File: src/rtl/pic_cmd_pkg.sv
package pic_cmd_pkg;

    typedef enum logic [1:0] {
        STEP_IDLE = 2'd0,
        STEP_BASE = 2'd1,
        STEP_MAP  = 2'd2,
        STEP_MODE = 2'd3
    } init_step_e;

    typedef enum logic [1:0] {
        KIND_INIT = 2'd0,
        KIND_EOI  = 2'd1,
        KIND_SEL  = 2'd2
    } cmd_kind_e;

    localparam logic [2:0] EOI_CODE_ANY  = 3'b001;
    localparam logic [2:0] EOI_CODE_LINE = 3'b011;

endpackage

File: src/rtl/pic_cmd_classify.sv
module pic_cmd_classify
    import pic_cmd_pkg::*;
(
    input  logic [4:0] hi_bits,
    output cmd_kind_e  kind,
    output logic       eoi_any,
    output logic       eoi_line_sel
);
    always_comb begin
        if (hi_bits[1]) begin
            kind = KIND_INIT;
        end else if (hi_bits[0]) begin
            kind = KIND_SEL;
        end else begin
            kind = KIND_EOI;
        end
        eoi_any      = (hi_bits[4:2] == EOI_CODE_ANY);
        eoi_line_sel = (hi_bits[4:2] == EOI_CODE_LINE);
    end
endmodule

File: src/rtl/pic_msb_finder.sv
module pic_msb_finder #(
    parameter int WIDTH = 8,
    localparam int IDX_W = $clog2(WIDTH)
) (
    input  logic [WIDTH-1:0] vec,
    output logic             found,
    output logic [IDX_W-1:0] idx
);
    logic [WIDTH:0] above;

    assign above[WIDTH] = 1'b0;

    for (genvar g = WIDTH - 1; g >= 0; g--) begin : g_chain
        assign above[g] = above[g+1] | vec[g];
    end

    always_comb begin
        idx = '0;
        for (int i = 0; i < WIDTH; i++) begin
            if (vec[i] && !above[i+1]) begin
                idx = IDX_W'(i);
            end
        end
    end

    assign found = above[0];
endmodule

File: src/rtl/pic_rd_mux.sv
module pic_rd_mux #(
    parameter int DATA_W = 8
) (
    input  logic              addr,
    input  logic              show_req,
    input  logic [DATA_W-1:0] req_vec,
    input  logic [DATA_W-1:0] isr_vec,
    input  logic [DATA_W-1:0] mask_vec,
    output logic [DATA_W-1:0] data
);
    always_comb begin
        if (addr) begin
            data = mask_vec;
        end else if (show_req) begin
            data = req_vec;
        end else begin
            data = isr_vec;
        end
    end
endmodule

File: src/rtl/pic_cmd_decoder.sv
module pic_cmd_decoder
    import pic_cmd_pkg::*;
#(
    parameter int DATA_W = 8,
    localparam int LINE_W = $clog2(DATA_W)
) (
    input  logic              clk,
    input  logic              rst_n,
    input  logic              is_master,
    input  logic              bus_wr,
    input  logic              bus_rd,
    input  logic              bus_addr,
    input  logic [DATA_W-1:0] bus_wdata,
    output logic [DATA_W-1:0] rd_data,
    input  logic [DATA_W-1:0] req_in,
    input  logic [DATA_W-1:0] isr_in,
    output logic              edge_mode,
    output logic              cascade_mode,
    output logic              auto_eoi,
    output logic [DATA_W-1:0] vector_base,
    output logic [DATA_W-1:0] cascade_map,
    output logic [DATA_W-1:0] irq_mask,
    output logic              eoi_valid,
    output logic [LINE_W-1:0] eoi_line
);
    typedef struct packed {
        init_step_e        step;
        logic              edge_trig;
        logic              cascade;
        logic              want_mode;
        logic              auto_eoi;
        logic              show_req;
        logic [DATA_W-1:0] vbase;
        logic [DATA_W-1:0] cmap;
        logic [DATA_W-1:0] mask;
        logic              eoi_v;
        logic [LINE_W-1:0] eoi_ln;
        logic [DATA_W-1:0] rdata;
    } regs_t;

    localparam regs_t RESET_VAL = '{
        step:      STEP_IDLE,
        edge_trig: 1'b0,
        cascade:   1'b0,
        want_mode: 1'b0,
        auto_eoi:  1'b0,
        show_req:  1'b1,
        vbase:     '0,
        cmap:      '0,
        mask:      '0,
        eoi_v:     1'b0,
        eoi_ln:    '0,
        rdata:     '0
    };

    regs_t q, d;

    cmd_kind_e         kind;
    logic              eoi_any;
    logic              eoi_line_sel;
    logic              isr_found;
    logic [LINE_W-1:0] isr_top;
    logic [DATA_W-1:0] rd_sel;
    logic              seq_idle;

    pic_cmd_classify u_classify (
        .hi_bits      (bus_wdata[7:3]),
        .kind         (kind),
        .eoi_any      (eoi_any),
        .eoi_line_sel (eoi_line_sel)
    );

    pic_msb_finder #(.WIDTH(DATA_W)) u_isr_top (
        .vec   (isr_in),
        .found (isr_found),
        .idx   (isr_top)
    );

    pic_rd_mux #(.DATA_W(DATA_W)) u_rd_mux (
        .addr     (bus_addr),
        .show_req (q.show_req),
        .req_vec  (req_in),
        .isr_vec  (isr_in),
        .mask_vec (q.mask),
        .data     (rd_sel)
    );

    always_comb begin
        d       = q;
        d.eoi_v = 1'b0;

        if (bus_rd) begin
            d.rdata = rd_sel;
        end

        if (bus_wr && !bus_addr) begin
            unique case (kind)
                KIND_INIT: begin
                    d.mask      = '0;
                    d.edge_trig = bus_wdata[3];
                    d.cascade   = ~bus_wdata[1];
                    d.want_mode = bus_wdata[0];
                    if (!bus_wdata[0]) begin
                        d.auto_eoi = 1'b0;
                    end
                    d.step = STEP_BASE;
                end
                KIND_EOI: begin
                    if (eoi_any && isr_found) begin
                        d.eoi_v  = 1'b1;
                        d.eoi_ln = isr_top;
                    end else if (eoi_line_sel) begin
                        d.eoi_v  = 1'b1;
                        d.eoi_ln = bus_wdata[LINE_W-1:0];
                    end
                end
                KIND_SEL: begin
                    if (bus_wdata[1]) begin
                        d.show_req = bus_wdata[0];
                    end
                end
                default: begin
                end
            endcase
        end

        if (bus_wr && bus_addr) begin
            unique case (q.step)
                STEP_IDLE: begin
                    d.mask = bus_wdata;
                end
                STEP_BASE: begin
                    d.vbase = {bus_wdata[DATA_W-1:LINE_W], {LINE_W{1'b0}}};
                    if (q.cascade) begin
                        d.step = STEP_MAP;
                    end else begin
                        d.cmap = '0;
                        d.step = STEP_IDLE;
                    end
                end
                STEP_MAP: begin
                    if (is_master) begin
                        d.cmap = bus_wdata;
                    end else begin
                        d.cmap = DATA_W'(bus_wdata[LINE_W-1:0]);
                    end
                    d.step = q.want_mode ? STEP_MODE : STEP_IDLE;
                end
                STEP_MODE: begin
                    d.auto_eoi = bus_wdata[1];
                    d.step     = STEP_IDLE;
                end
                default: begin
                    d.step = STEP_IDLE;
                end
            endcase
        end
    end

    always_ff @(posedge clk) begin
        if (!rst_n) begin
            q <= RESET_VAL;
        end else begin
            q <= d;
        end
    end

    assign seq_idle     = (q.step == STEP_IDLE);
    assign rd_data      = q.rdata;
    assign edge_mode    = q.edge_trig;
    assign cascade_mode = q.cascade;
    assign auto_eoi     = q.auto_eoi;
    assign vector_base  = q.vbase;
    assign cascade_map  = q.cmap;
    assign irq_mask     = q.mask;
    assign eoi_valid    = q.eoi_v;
    assign eoi_line     = q.eoi_ln;
endmodule

File: config.mk
export PLATFORM = sky130hd
export DESIGN_NAME = pic_cmd_decoder
export DESIGN_NICKNAME = d
export VERILOG_FILES = /design/src/rtl/pic_cmd_pkg.sv /design/src/rtl/pic_cmd_classify.sv /design/src/rtl/pic_msb_finder.sv /design/src/rtl/pic_rd_mux.sv /design/src/rtl/pic_cmd_decoder.sv
export SDC_FILE = /design/constraint.sdc
export NUM_CORES = 1
export LEC_CHECK = 0
export BUFFER_PORTS_ARGS = -buffer_cell sky130_fd_sc_hd__buf_2
export CAP_MARGIN = 20
export CORE_UTILIZATION = 46
export DETAILED_ROUTE_END_ITERATION = 10
export GPL_ROUTABILITY_DRIVEN = 0
export PLACE_DENSITY = 0.8
export SYNTH_ARGS = -nofsm -noshare
export SYNTH_HDL_FRONTEND = slang
export SYNTH_SLANG_ARGS = --single-unit
File: constraint.sdc
create_clock -name clk -period 1.43 [get_ports clk]
set_clock_uncertainty 0.1 [all_clocks]
set_input_delay 0 -clock clk [delete_from_list [all_inputs] [get_ports clk]]
set_output_delay 0 -clock clk [all_outputs]
set_load 0.1 [all_outputs]
# After elaboration in Yosys (flattened, before gate mapping)
# Cells that the tools add are included.
# W data, S select, Z words.
# totals
register_bits	40
output_inout_bits	39
input_bits	30
word_cells	86
# op_classes
reduce_logical	26
eq_ne	8
n_mux	32
n_bitwise	8
# op_table
operator	count
$mux W8	7
$mux W3	6
$pmux W8 S2	1
$mux W12	1
$mux W4	3
$reduce_and A3 Y1	4
$mux W2	5
$logic_and A1 B1 Y1	9
$logic_not A1 Y1	7
$mux W7	1
$or A1 B1 Y1	7
$eq A2 B2 Y1 const B	3
$mux W1	6
$mux W6	1
$pmux W2 S3	1
$eq A2 B1 Y1 const B	2
$logic_not A2 Y1	2
$reduce_and A2 Y1	2
$reduce_bool A2 Y1	2
$eq A3 B1 Y1 const B	1
$eq A3 B2 Y1 const B	1
$ne A2 B2 Y1 const B	1
$not A1 Y1	1

# Longest topological paths before layout
# depth
depth_word	19
mapped_depth	5
depth_no_buf	4

# Hierarchy
# From an unflattened synthesis, not the netlist that was laid out.
# unflattened
cells_unflattened	254
hier_area_um2	2170.8
# modules_own_cells
mod	cells_each	area_per_inst_um2	instances	seq_area_each_um2
pic_cmd_decoder	212	1900.6	1	800.8
pic_rd_mux	26	172.7	1	0.0
pic_msb_finder	12	66.3	1	0.0
pic_cmd_classify	4	31.3	1	0.0

# Worst setup path before layout
# Ideal clock, no wire load.
# synth_timing
kind	register -> register
start	register q (netlist bit cascade_mode)
end	register q (netlist bit cascade_map[0])
period_less_slack_ns	1.880
required_ns	1.212
path_buffers	0
path_stages_with_launch	5
slack_ns	-0.450
setup_time_ns	0.118
arrival_ns	1.661
cell_sequence	dfxtp_1 -> or3b_1 -> a21o_1 -> a22oi_1 -> nor2b_1
# synth_between
elab_chain_cells	2
# synth_rtl
element	line	text
start, declared	pic_cmd_decoder.sv:56	regs_t q, d;
start signal, assigned	pic_cmd_decoder.sv:162	q <= RESET_VAL;
start signal, assigned	pic_cmd_decoder.sv:164	q <= d;
$ne A2 B2 Y1 (no line)	--	
$reduce_and A3 Y1 (no line)	--	
# Every way passes these cells.
# A chain may end at the register's enable or synchronous reset.

# Worst setup path after layout
# Ends and elaborated chain as after synthesis.

==> run_results.csv <==
group,metric,value,unit
final_layout,drive_above_1_share,0.3531,
clock_tree,clock_latency,0.29,ns
sta,rsz0062_at_grt,"true",
drt,met1_length,2.135,mm
floorplan,num_rows,24,
hold_path,holdCritPathClass,"in2reg",
synth,synthArstFlopShare,0,
placed_design,pre_cts_ws,-0.04524,ns
setup_path,crit_family,"simple AND/OR/NAND/NOR gates",
synth,yosysSeqAreaShare,0.3687,
sta,worst_pin_slew,0.5033,ns
setup_path,cp.arrival,1.55,ns
drt,drtIter0Drc,165,
synth,synth_edf_count,0,
setup_path,reg2reg_from,"cascade_mode",
sta,post-route-min-period,1.470,ns
status,violations,"design-rule violations, negative setup slack",
power_and_ir_drop,power_density,947.0,nW/um^2
placed_design,numPortBuffers,65,
setup_path,crit_path_end_kind,"flip-flop",
drt,wl_met3,204,um
global_route,antenna_found_initial,0,
floorplan,dieWidth,70.72,um
drt,post_drt_wl_per_cell,13.98,um
drt,drt_wl_total,4.963,mm
global_route,overflow,0,
drt,highest_layer,"met4",
final_layout,diodes,0,
final_layout,finalNetCount,332,
final_layout,fillers,397,
floorplan,core-area,4444,um^2
drt,vias,1871,
global_route,grt_pass1_wl,7.824,mm
setup_path,criticalPathCategory,"reg2reg",
drt,vias_per_cell,5.270,
sta,worst_hold_slack,0.01296,ns
final_layout,fin_util,0.5921,
sta,period_share,1.028,
setup_path,path_buf_inv,0,
clock_tree,clockRootBuffer,"clkbuf_8",
hold_path,hold_depth,4,
clock_tree,clkTransAtPathRegs,0.08,ns
synth,synth-seq-cells,40,
clock_tree,cts.path.max_buffers,2,
synth,synth_commonest_cells,"dfxtp_1, buf_4, nand2_1, mux2i_1, nor2b_1",
synth,ys_top_cells_by_area,"dfxtp_1, buf_4, mux2i_1",
drt,drc,10,
clock_tree,numCtsBuffers,5,
synth,synth_top_area_share,0.3687,
synth,ys.flop_type,"dfxtp_1",
global_route,grt_pass1_vias,1669,
setup_path,critPathMaxFanout,8,
drt,wl_met2,2.554,mm
placed_design,dp_hpwl,3.555,mm
setup_path,worstSetupStartpointType,"flip-flop",
hold_path,whs_endpoint,"irq_mask[7]",
sta,fmax,680.4,MHz
setup_path,r2r_setup_slack,-0.04,ns
sta,setup_violations,3,
setup_path,r2r_cells,4,
sta,hold_viol,0,
power_and_ir_drop,leakagePower,0.001246,uW
setup_path,worstPathRequired,1.52,ns
final_layout,syn_to_final_growth,21.14,%
global_route,grt_max_degree,31,
synth,yosysTopAreaCell,"dfxtp_1",
floorplan,start_util,0.4887,
power_and_ir_drop,vdd_drop_max,0.0003739,V
sta,relSlewSlack,0.6637,
sta,slew_viol_final,0,
setup_path,cpMaxStageDelayCell,"or3b_4",
clock_tree,htree_levels,2,
clock_tree,clock_sinks,40,
drt,ant_nets,0,
hold_path,hp-start,"bus_wdata[7]",
floorplan,pin_count,69,
drt,drt_first_pass_iters,9,
status,outcome,"finished, violations left",
synth,ys.warnings.count,0,
synth,yosysMostFrequentCell,"dfxtp_1",
synth,syn_area_per_cell,8.758,um^2
sta,fin_ws,-0.03977,ns
setup_path,r2r-end,"cascade_map[0]",
floorplan,dieArea,5001,um^2
global_route,grt_use_total,0.1999,
floorplan,die_h,70.72,um
job,drv_cap,0,
synth,syn_inst,248,
synth,synth_cell_types,44,
clock_tree,cts_tree,"done",
synth,syn_area,2172,um^2
setup_path,slowest_delay,0.42,ns
setup_path,path_cells,"or3b_4, a21o_4, a22oi_2, nor2b_1",
-- final cells by class --
class	count	area [um^2]	share of cell area
Tap cell	52	65.06	0.02473
Clock inverter	1	7.507	0.002853
Clock buffer	7	86.33	0.03281
Inverter	3	11.26	0.004280
Multi-Input combinational cell	159	1090	0.4142
Sequential cell	40	805.8	0.3062
Timing Repair Buffer	93	565.5	0.2149
-- routing by layer --
| layer | up-vias | GRT usage |
|---|---|---|
| li1 | 925 | - |
| met2 | 44 | 0.3472 |
| met5 | - | 0 |
| met1 | 896 | 0.2400 |
| met3 | 6 | 0.04131 |
| met4 | 0 | 0.08444 |
-- cells by family after synthesis --
| logic type | share of synthesized area |
|---|---|
| AO/OA/AOI/OAI | 0.1394 |
| buffers and inverters | 0.1503 |
| flip-flops | 0.3687 |
| multiplexers | 0.1152 |
| other | 0.001726 |
| AND/OR/NAND/NOR | 0.2247 |
-- registers in the layout, summed over array words and instances, names as in the netlist --
signal / count
auto_eoi: 1
cascade_map: 8
cascade_mode: 1
edge_mode: 1
eoi_line: 3
eoi_valid: 1
irq_mask: 8
q: 4
rd_data: 8
vector_base: 5
-- cells in the final DEF (no fill, tap or decap), types with 2 or more instances in the layout --
cell and count:
a21boi_0 7, a21boi_1 7, a21oi_1 2, a22oi_2 3
and2_1 4, buf_2 65, buf_4 20, clkbuf_8 6
conb_1 3, dfxtp_1 38, dlygate4sd3_1 7, inv_1 3
mux2i_1 25, nand2_1 26, nand2b_1 2, nand3_1 16
nand3b_1 2, nor2_1 6, nor2b_1 20, nor3b_1 2
nor4_1 2, o21ai_0 10
-- what timing repair did --
item                                    4_1_cts  5_1_grt
pin swaps                                     0        6
hold buffers                                  7        0
setup buffers                                 0        0
gates resized for setup                       0       12
endpoints found under the hold margin        23        0
endpoints found under the setup margin        6       15
-- worst min-delay path, cell delays in order --
cell and delay (ns):
buf_2 0.11, buf_4 0.15, nand2_1 0.05, a21boi_1 0.05
-- through the flow --
step                      cell area (um^2)  cells   TNS, ns  total power (uW)
after floorplan                       2188    250   -0.3846              1605
after global placement                2432    340  -0.03114              1715
after detailed placement              2432    340  -0.07141              1721
after CTS                             2596    355  -0.08122              2508
after global routing                  2631    355   -0.2160              2596
final                                 2631    355  -0.05502              2492
-- report_power, final --
group / switching (uW) / total [uW] / internal, uW
registers: 17.3 / 1160 / 1140
logic: 392 / 560 / 168
clock network: 381 / 772 / 392
-- worst max-delay path by stage --
stage	startpoint	end	slack [ns]	cells past startpoint
after detailed placement	isr_in[1]	eoi_line[0]	-0.05	5
after CTS	cascade_mode	cascade_map[3]	-0.02	4
after global routing	cascade_mode	cascade_map[0]	-0.08	4
after global placement	isr_in[6]	eoi_line[0]	-0.03	5
after floorplan	cascade_mode	cascade_map[0]	-0.09	4
final	cascade_mode	cascade_map[0]	-0.04	4
Note: power is estimated with default switching activity, not from simulation.
